==> src/rtl/irq_lock_pkg.sv <==
`timescale 1ns/1ps
package irq_lock_pkg;
  localparam int NUM_REGS = 7;
  // register index = byte offset / 4; the order is the address map
  typedef enum int unsigned {
    RI_LOCK = 0,
    RI_CTRL = 1,
    RI_STAT = 2,
    RI_MASK = 3,
    RI_EN   = 4,
    RI_DIS  = 5,
    RI_TRIG = 6
  } reg_idx_e;
endpackage

==> src/rtl/irq_lock_decode.sv <==
`timescale 1ns/1ps
module irq_lock_decode #(
  parameter int ADDR_W   = 8,
  parameter int NUM_REGS = 7
) (
  input  logic              sel,
  input  logic [ADDR_W-1:0] addr,
  output logic [NUM_REGS-1:0] hit
);
  localparam int IDX_W = ADDR_W - 2;

  logic aligned;
  assign aligned = (addr[1:0] == 2'b00);

  for (genvar g = 0; g < NUM_REGS; g++) begin : g_hit
    assign hit[g] = sel && aligned && (addr[ADDR_W-1:2] == IDX_W'(g));
  end
endmodule

==> src/rtl/irq_lock_core.sv <==
`timescale 1ns/1ps
module irq_lock_core #(
  parameter int N_SRC = 1
) (
  input  logic             clk,
  input  logic             rst,
  input  logic             lock_i,
  input  logic             clr_we,
  input  logic             en_we,
  input  logic             dis_we,
  input  logic             trig_we,
  input  logic [N_SRC-1:0] wbits,
  input  logic [N_SRC-1:0] evt_i,
  output logic [N_SRC-1:0] status_o,
  output logic [N_SRC-1:0] mask_o,
  output logic             irq_o
);
  logic [N_SRC-1:0] status_q, status_n;
  logic [N_SRC-1:0] mask_q, mask_n;
  logic             irq_q;

  always_comb begin
    status_n = status_q;
    mask_n   = mask_q;
    if (!lock_i) begin
      if (clr_we)  status_n = status_n & ~wbits;
      if (trig_we) status_n = status_n | wbits;
      if (en_we)   mask_n   = mask_n & ~wbits;
      if (dis_we)  mask_n   = mask_n | wbits;
    end
    status_n = status_n | evt_i;
  end

  always_ff @(posedge clk) begin
    if (rst) begin
      status_q <= '0;
      mask_q   <= '1;
      irq_q    <= 1'b0;
    end else begin
      status_q <= status_n;
      mask_q   <= mask_n;
      irq_q    <= |(status_n & ~mask_n);
    end
  end

  assign status_o = status_q;
  assign mask_o   = mask_q;
  assign irq_o    = irq_q;


  lock_mask_hold_chk: assert property (@(posedge clk) disable iff (rst)
    lock_i |=> $stable(mask_q));


  irq_level_chk: assert property (@(posedge clk) disable iff (rst)
    irq_o == |(status_q & ~mask_q));

  for (genvar g = 0; g < N_SRC; g++) begin : g_chk

    evt_sets_chk: assert property (@(posedge clk) disable iff (rst)
      evt_i[g] |=> status_q[g]);

    w1c_clears_chk: assert property (@(posedge clk) disable iff (rst)
      (clr_we && !lock_i && wbits[g] && !evt_i[g]) |=> !status_q[g]);
  end
endmodule

==> src/rtl/irq_lock_ctrl.sv <==
`timescale 1ns/1ps
module irq_lock_ctrl
  import irq_lock_pkg::*;
#(
  parameter int ADDR_W = 8,
  parameter int DATA_W = 32,
  parameter int N_SRC  = 1
) (
  input  logic              clk,
  input  logic              rst,
  input  logic              bus_sel,
  input  logic              bus_wr,
  input  logic [ADDR_W-1:0] bus_addr,
  input  logic [DATA_W-1:0] bus_wdata,
  output logic [DATA_W-1:0] bus_rdata,
  input  logic [N_SRC-1:0]  hw_evt,
  output logic              slverr_en_o,
  output logic              irq_o
);
  logic [NUM_REGS-1:0] hit;
  logic [NUM_REGS-1:0] we;
  logic                lock_q, ctrl_q;
  logic [N_SRC-1:0]    status, mask;
  logic [DATA_W-1:0]   rdata_n, rdata_q;
  logic                rd;
  logic                unused_wdata;

  assign unused_wdata = ^bus_wdata;

  irq_lock_decode #(.ADDR_W(ADDR_W), .NUM_REGS(NUM_REGS)) decode_i (
    .sel  (bus_sel),
    .addr (bus_addr),
    .hit  (hit)
  );

  assign we = hit & {NUM_REGS{bus_wr}};
  assign rd = bus_sel && !bus_wr;

  always_ff @(posedge clk) begin
    if (rst) begin
      lock_q <= 1'b1;
      ctrl_q <= 1'b0;
    end else begin
      if (we[RI_LOCK])            lock_q <= bus_wdata[0];
      if (we[RI_CTRL] && !lock_q) ctrl_q <= bus_wdata[0];
    end
  end

  irq_lock_core #(.N_SRC(N_SRC)) core_i (
    .clk      (clk),
    .rst      (rst),
    .lock_i   (lock_q),
    .clr_we   (we[RI_STAT]),
    .en_we    (we[RI_EN]),
    .dis_we   (we[RI_DIS]),
    .trig_we  (we[RI_TRIG]),
    .wbits    (bus_wdata[N_SRC-1:0]),
    .evt_i    (hw_evt),
    .status_o (status),
    .mask_o   (mask),
    .irq_o    (irq_o)
  );

  always_comb begin
    rdata_n = '0;
    if (hit[RI_LOCK])      rdata_n = DATA_W'(lock_q);
    else if (hit[RI_CTRL]) rdata_n = DATA_W'(ctrl_q);
    else if (hit[RI_STAT]) rdata_n = DATA_W'(status);
    else if (hit[RI_MASK]) rdata_n = DATA_W'(mask);
  end

  always_ff @(posedge clk) begin
    if (rst) rdata_q <= '0;
    else     rdata_q <= rd ? rdata_n : '0;
  end

  assign bus_rdata   = rdata_q;
  assign slverr_en_o = ctrl_q;


  lock_ctrl_hold_chk: assert property (@(posedge clk) disable iff (rst)
    lock_q |=> $stable(ctrl_q));


  misaligned_rd_zero_chk: assert property (@(posedge clk) disable iff (rst)
    (rd && bus_addr[1:0] != 2'b00) |=> bus_rdata == '0);


  idle_rdata_zero_chk: assert property (@(posedge clk) disable iff (rst)
    !rd |=> bus_rdata == '0);
endmodule

==> config.mk <==
export PLATFORM = sky130hd
export DESIGN_NAME = irq_lock_ctrl
export DESIGN_NICKNAME = d
export VERILOG_FILES = /design/src/rtl/irq_lock_pkg.sv /design/src/rtl/irq_lock_decode.sv /design/src/rtl/irq_lock_core.sv /design/src/rtl/irq_lock_ctrl.sv
export SDC_FILE = /design/constraint.sdc
export NUM_CORES = 1
export LEC_CHECK = 0
export ABC_AREA = 1
export CORE_ASPECT_RATIO = 0.7
export CORE_MARGIN = 2
export CORE_UTILIZATION = 27
export CTS_BUF_LIST = sky130_fd_sc_hd__clkbuf_4
export DETAILED_ROUTE_END_ITERATION = 6
export PLACE_DENSITY = 0.79
export SLEW_MARGIN = 20
export SYNTH_ARGS = -nofsm -noshare
export SYNTH_HDL_FRONTEND = slang
export SYNTH_SLANG_ARGS = --single-unit
==> constraint.sdc <==
create_clock -name clk -period 1.05 [get_ports clk]
set_input_delay 0.1575 -clock clk [delete_from_list [all_inputs] [get_ports clk]]
set_output_delay 0.1575 -clock clk [all_outputs]
set_load 0.01 [all_outputs]
* Word level (Yosys, flattened, before mapping)
Index checks and enable logic that the tools add are counted.
Storage, ports and cells: register bits 37, latch bits 0, memory bits (writable) 0, memory bits (read-only) 0, input bits 45, output and inout bits 34, logic and storage cells 51, memories kept 0
Cells by class: add/sub/neg operators 0, $mul 0, divide/modulo/power cells 0, magnitude comparators 0, equality and inequality tests 6, shifts and indexed selects 0, muxes and demuxes 12, bitwise logic cells 10, reductions and logical operators 16
Operator list (number):
- 6-bit by 3-bit equality test with 1-bit output, second input constant | 3
- 6-bit by 2-bit equality test with 1-bit output, second input constant | 2
- 1-bit two-way mux | 12
- 1-bit logical AND | 10
- 7-bit bitwise AND | 1
- 6-bit by 1-bit equality test with 1-bit output, second input constant | 1
- 6-bit zero test | 1
- 5-bit OR reduction | 1
- 1-bit bitwise AND | 3
- 1-bit NOT | 3
- 1-bit bitwise OR | 3
- 1-bit zero test | 2
- 2-bit zero test | 1
- 2-bit OR reduction | 1

* Depth between registers and ports, before layout
depth after elaboration 11, mapped depth 8, gate-level depth less buffers 8

* Hierarchy
A second synthesis with hierarchy kept.
Unflattened totals: cell total of the unflattened synthesis 112, area total of the unflattened synthesis 671.9 um2
By module, submodules not included:
- irq_lock_ctrl | times used 1, cells each 66, area an instance 434.2 um2, seq. area each 60.1 um2
- irq_lock_core | times used 1, cells each 18, area an instance 127.6 um2, seq. area each 60.1 um2
- irq_lock_decode | times used 1, cells each 28, area an instance 110.1 um2, seq. area each 0.0 um2

* Least setup slack after synthesis
OpenSTA, ideal clock, no wires.
path type reg-to-reg, from register lock_q, to register core_i.status_q (netlist: core_i.status_o), arrival time 0.775 ns, path slack 0.161 ns, cell stages (with the launch flop) 8, buffers on the path 0, path through dfxtp_1 > nor2_2 > nand2_1 > nor2_1 > nand2_1 > nand2_2 > nor2_2 > nor2_1
Between the ends: longest elaborated chain between the ends 2
RTL lines:
- from (decl) | line irq_lock_ctrl.sv:22 | logic lock_q, ctrl_q;
- from (signal assigned) | line irq_lock_ctrl.sv:44 | if (we[RI_LOCK]) lock_q <= bus_wdata[0];
- 1-bit two-way mux | line irq_lock_core.sv:25 | if (!lock_i) begin
- 1-bit bitwise OR | line irq_lock_core.sv:31 | status_n = status_n | evt_i;
- to (signal assigned) | line irq_lock_core.sv:40 | status_q <= status_n;
- to (decl) | line irq_lock_core.sv:18 | logic [N_SRC-1:0] status_q, status_n;
No other way between the ends. A chain may end at the register's enable or synchronous reset.

* Worst setup path in the final report
from register ctrl_q (netlist: slverr_en_o), to output port slverr_en_o
RTL lines:
- from (decl) | line irq_lock_ctrl.sv:22
- from (signal assigned) | line irq_lock_ctrl.sv:45 | if (we[RI_CTRL] && !lock_q) ctrl_q <= bus_wdata[0];
- to (decl) | line irq_lock_ctrl.sv:17 | output logic slverr_en_o,
No word-level cell between the ends.

==> results by group <==
GRT
  • Global-route wire length before repair: 1.918 mm
  • Antenna violations before repair: 0
  • Busiest grt layer: met2
  • Number of global-route vias before repair: 472
  • Tot GR Track Use: 9.106%
  • Grt met2 use: 13.12%
  • Met1 Use GR: 12.08%
  • Met3 GRT Util: 4.489%
  • Total gr overflow: 0
  • Largest net degree at the start of global routing: 8

Setup path
  • Worst reg2reg startpoint: lock_q$_SDFFE_PP1P_
  • Slowest stage delay, CP: 340 ps
  • Critical R2R Capture: core_i.status_o$_SDFF_PP0_
  • Startpoint Class: flip-flop
  • Critical path class: flip-flop to primary output
  • CP Capture Type: primary output
  • Worst Path Max Fanout: 3
  • Critical Path Start: slverr_en_o$_SDFFE_PP0P_
  • Crit path required time: 890 ps
  • Buffers and inverters on the worst path: 1
  • Worst reg2reg setup slack: 100 ps
  • Worst R2R Path Depth: 7
  • CP Data Arrival Time: 830 ps
  • Top Family by Delay on Critical Path: flip-flops
  • CP cell instances: clkdlybuf4s15_1
  • Worst path slowest cell: dfxtp_1

Clocking
  • Cell at the root of the clock tree: clkbuf_4
  • Inserted Clock Buffers: 3
  • Hold_buf cts: 0
  • Skew-Pair Late Insertion Delay: 240 ps
  • Clock Sinks: 6
  • Max clock buf depth: 2
  • # H-tree levels: 1
  • Clk slew on worst S/H paths: 50 ps
  • CTS tree: yes

Die
  • IO Pins: 79
  • Die Width: 62.73 microns
  • Core Footprint: 2225 sq um
  • Initial core utilization: 29.30%
  • Row count: 14
  • Die area: 2830 sq um
  • Die Y-Extent: 45.11 microns

Placement
  • DP Worst Slack: -355.9 ps
  • RePlAce Congestion: 0.7486
  • IO Port Bufs: 16
  • HPWL Detailed: 1.095 mm
  • Placed cell area: 784.5 sq um

Worst hold path
  • Hold crit path type: input port to flip-flop
  • Hold EP: lock_q$_SDFFE_PP1P_
  • Hold_sp: bus_wr
  • Cell depth of the worst min-delay path: 3

Timing
  • Max-slew violation count: 0
  • Fmax: 1017 MHz
  • Worst Skew: 5.839 ps
  • Final setup fails: 0
  • RSZ-0062 raised after global routing: false
  • Setup tns final: 0 ps
  • Minimum clock period: 983.5 ps
  • Final Cycle Share: 93.67%
  • Final Hold Vio Count: 0
  • Post-route setup slack: 66.48 ps

Layout
  • Layout cell share with drive strength beyond 1: 19.53%
  • Fin util: 36.28%
  • Fin nets: 175
  • Fin area: 807.0 sq um
  • Area grow syn2layout: 23.80%
  • N_diodes: 0

Synth
  • Number of synthesized register bits: 6
  • Seq/Total Area, Yosys: 18.43%
  • Avg Cell Area, Syn: 6.391 sq um
  • Yosys warnings: 0
  • Synth Instances: 102
  • Mapped Area: 651.9 sq um
  • Yosys cell types: 18

Power
  • Total power: 610.9 uW
  • Leakage power: 0.0004391 uW
  • Pwr Density: 757.0 nW/um^2
  • Peak supply drop: 207.9 uV

Detailed routing
  • Drt via density: 3.488
  • Number of remaining DRC errors: 0
  • Final WL: 1.238 mm
  • Drt first-iter violations: 10
  • Detailed-router iteration count before antenna repair: 4
  • Average wire per standard cell: 7.738 microns
  • Vias: 558
  • Post-route ant nets: 0

Outcome
  • Status: completed

Run
  • Max Cap Viol: 0
flip-flops by register name, indices dropped and copies added (netlist names):
| register | cells |
|---|---|
| core_i.irq_o | 1 |
| bus_rdata | 1 |
| core_i.status_o | 1 |
| lock_q | 1 |
| slverr_en_o | 1 |
| core_i.mask_o | 1 |
stage by stage:
stage / std cells / hold WS, ps
floorplan: 132 / 226.6
global placement: 156 / 456.5
detailed placement: 156 / 473.2
CTS: 160 / 365.7
global route: 160 / 407.4
finish: 160 / 375.8
synth_stat cells:
library cell	number	area, sq um
buf_4	31	232.7
nand2_1	16	60.06
inv_1	12	45.04
nor2_1	11	41.29
dfxtp_1	6	120.1
nand3_1	6	30.03
nor2_2	5	31.28
a21oi_1	3	15.01
nand2_2	2	12.51
nand4_1	2	12.51
a21o_1	1	7.510
conb_1	1	3.750
inv_2	1	3.750
nor2_4	1	11.26
o21ai_0	1	5.000
o21ai_1	1	5.000
o21ai_2	1	8.760
or2_1	1	6.260
worst register-to-register path: stages, from the launching register on:
cell     delay, ps
dfxtp_2        340
nor2_2         120
nand2_1         60
nor2_1         120
nand2_1         70
nand2_2         60
nor2_2          40
nor2_1          70
per-layer routing:
layer | wire (microns) | up-vias | part of all wire, %
li1 | - | 305 | -
met1 | 593 | 234 | 48
met2 | 564 | 19 | 46
met3 | 80 | 0 | 6.5
met4 | 0 | 0 | 0
met5 | 0 | - | 0
cell usage in the layout (no fill, tap or decap), types with 2 or more instances in the layout:
cell / netlist / layout
nand4_1: 2 / 2
dlygate4sd2_1: 0 / 13
inv_1: 12 / 12
dfxtp_1: 6 / 5
nand2_1: 16 / 14
nand3_1: 6 / 6
a21oi_1: 3 / 3
nand2_2: 2 / 4
clkdlybuf4s50_1: 0 / 2
buf_4: 31 / 8
conb_1: 1 / 31
nor2_1: 11 / 10
clkbuf_4: 0 / 3
nor2_2: 5 / 6
power by group:
part           switching, uW  internal, uW  total [uW]
combinational            105          59.1         164
sequential              1.20           231         232
clock                   85.1           129         214
total                    191           420         611
cell families after synthesis:
logic type,share of synthesized area [%]
DFF,18.43
buffers and inverters,43.18
other,0.5753
and+or+nand+nor,31.48
AOI/OAI and AO/OA,6.333
how the worst max path moves through the flow:
stage | slack [ps] | depth (start not counted) | endpoint
floorplan | 160 | 7 | core_i.status_o$_SDFF_PP0_
global placement | -310 | 7 | lock_q$_SDFFE_PP1P_
finish | 70 | 1 | slverr_en_o
detailed placement | -360 | 7 | lock_q$_SDFFE_PP1P_
global route | 9 | 5 | core_i.irq_o$_SDFF_PP0_
CTS | 20 | 1 | slverr_en_o
what timing repair did:
item | CTS | global route
setup buffers | 1 | 0
pin swaps | 9 | 1
endpoints found under the setup margin | 9 | 4
resized for setup | 17 | 2
layout make-up:
cell class,count,area [sq um]
multi-input combinational,82,370.4
fill,259,1418
timing repair buffer,24,203.9
sequential,6,121.4
inverter,13,48.80
clock buffer,3,22.52
tap,32,40.04
No activity file was read; power rests on OpenSTA's default activity.
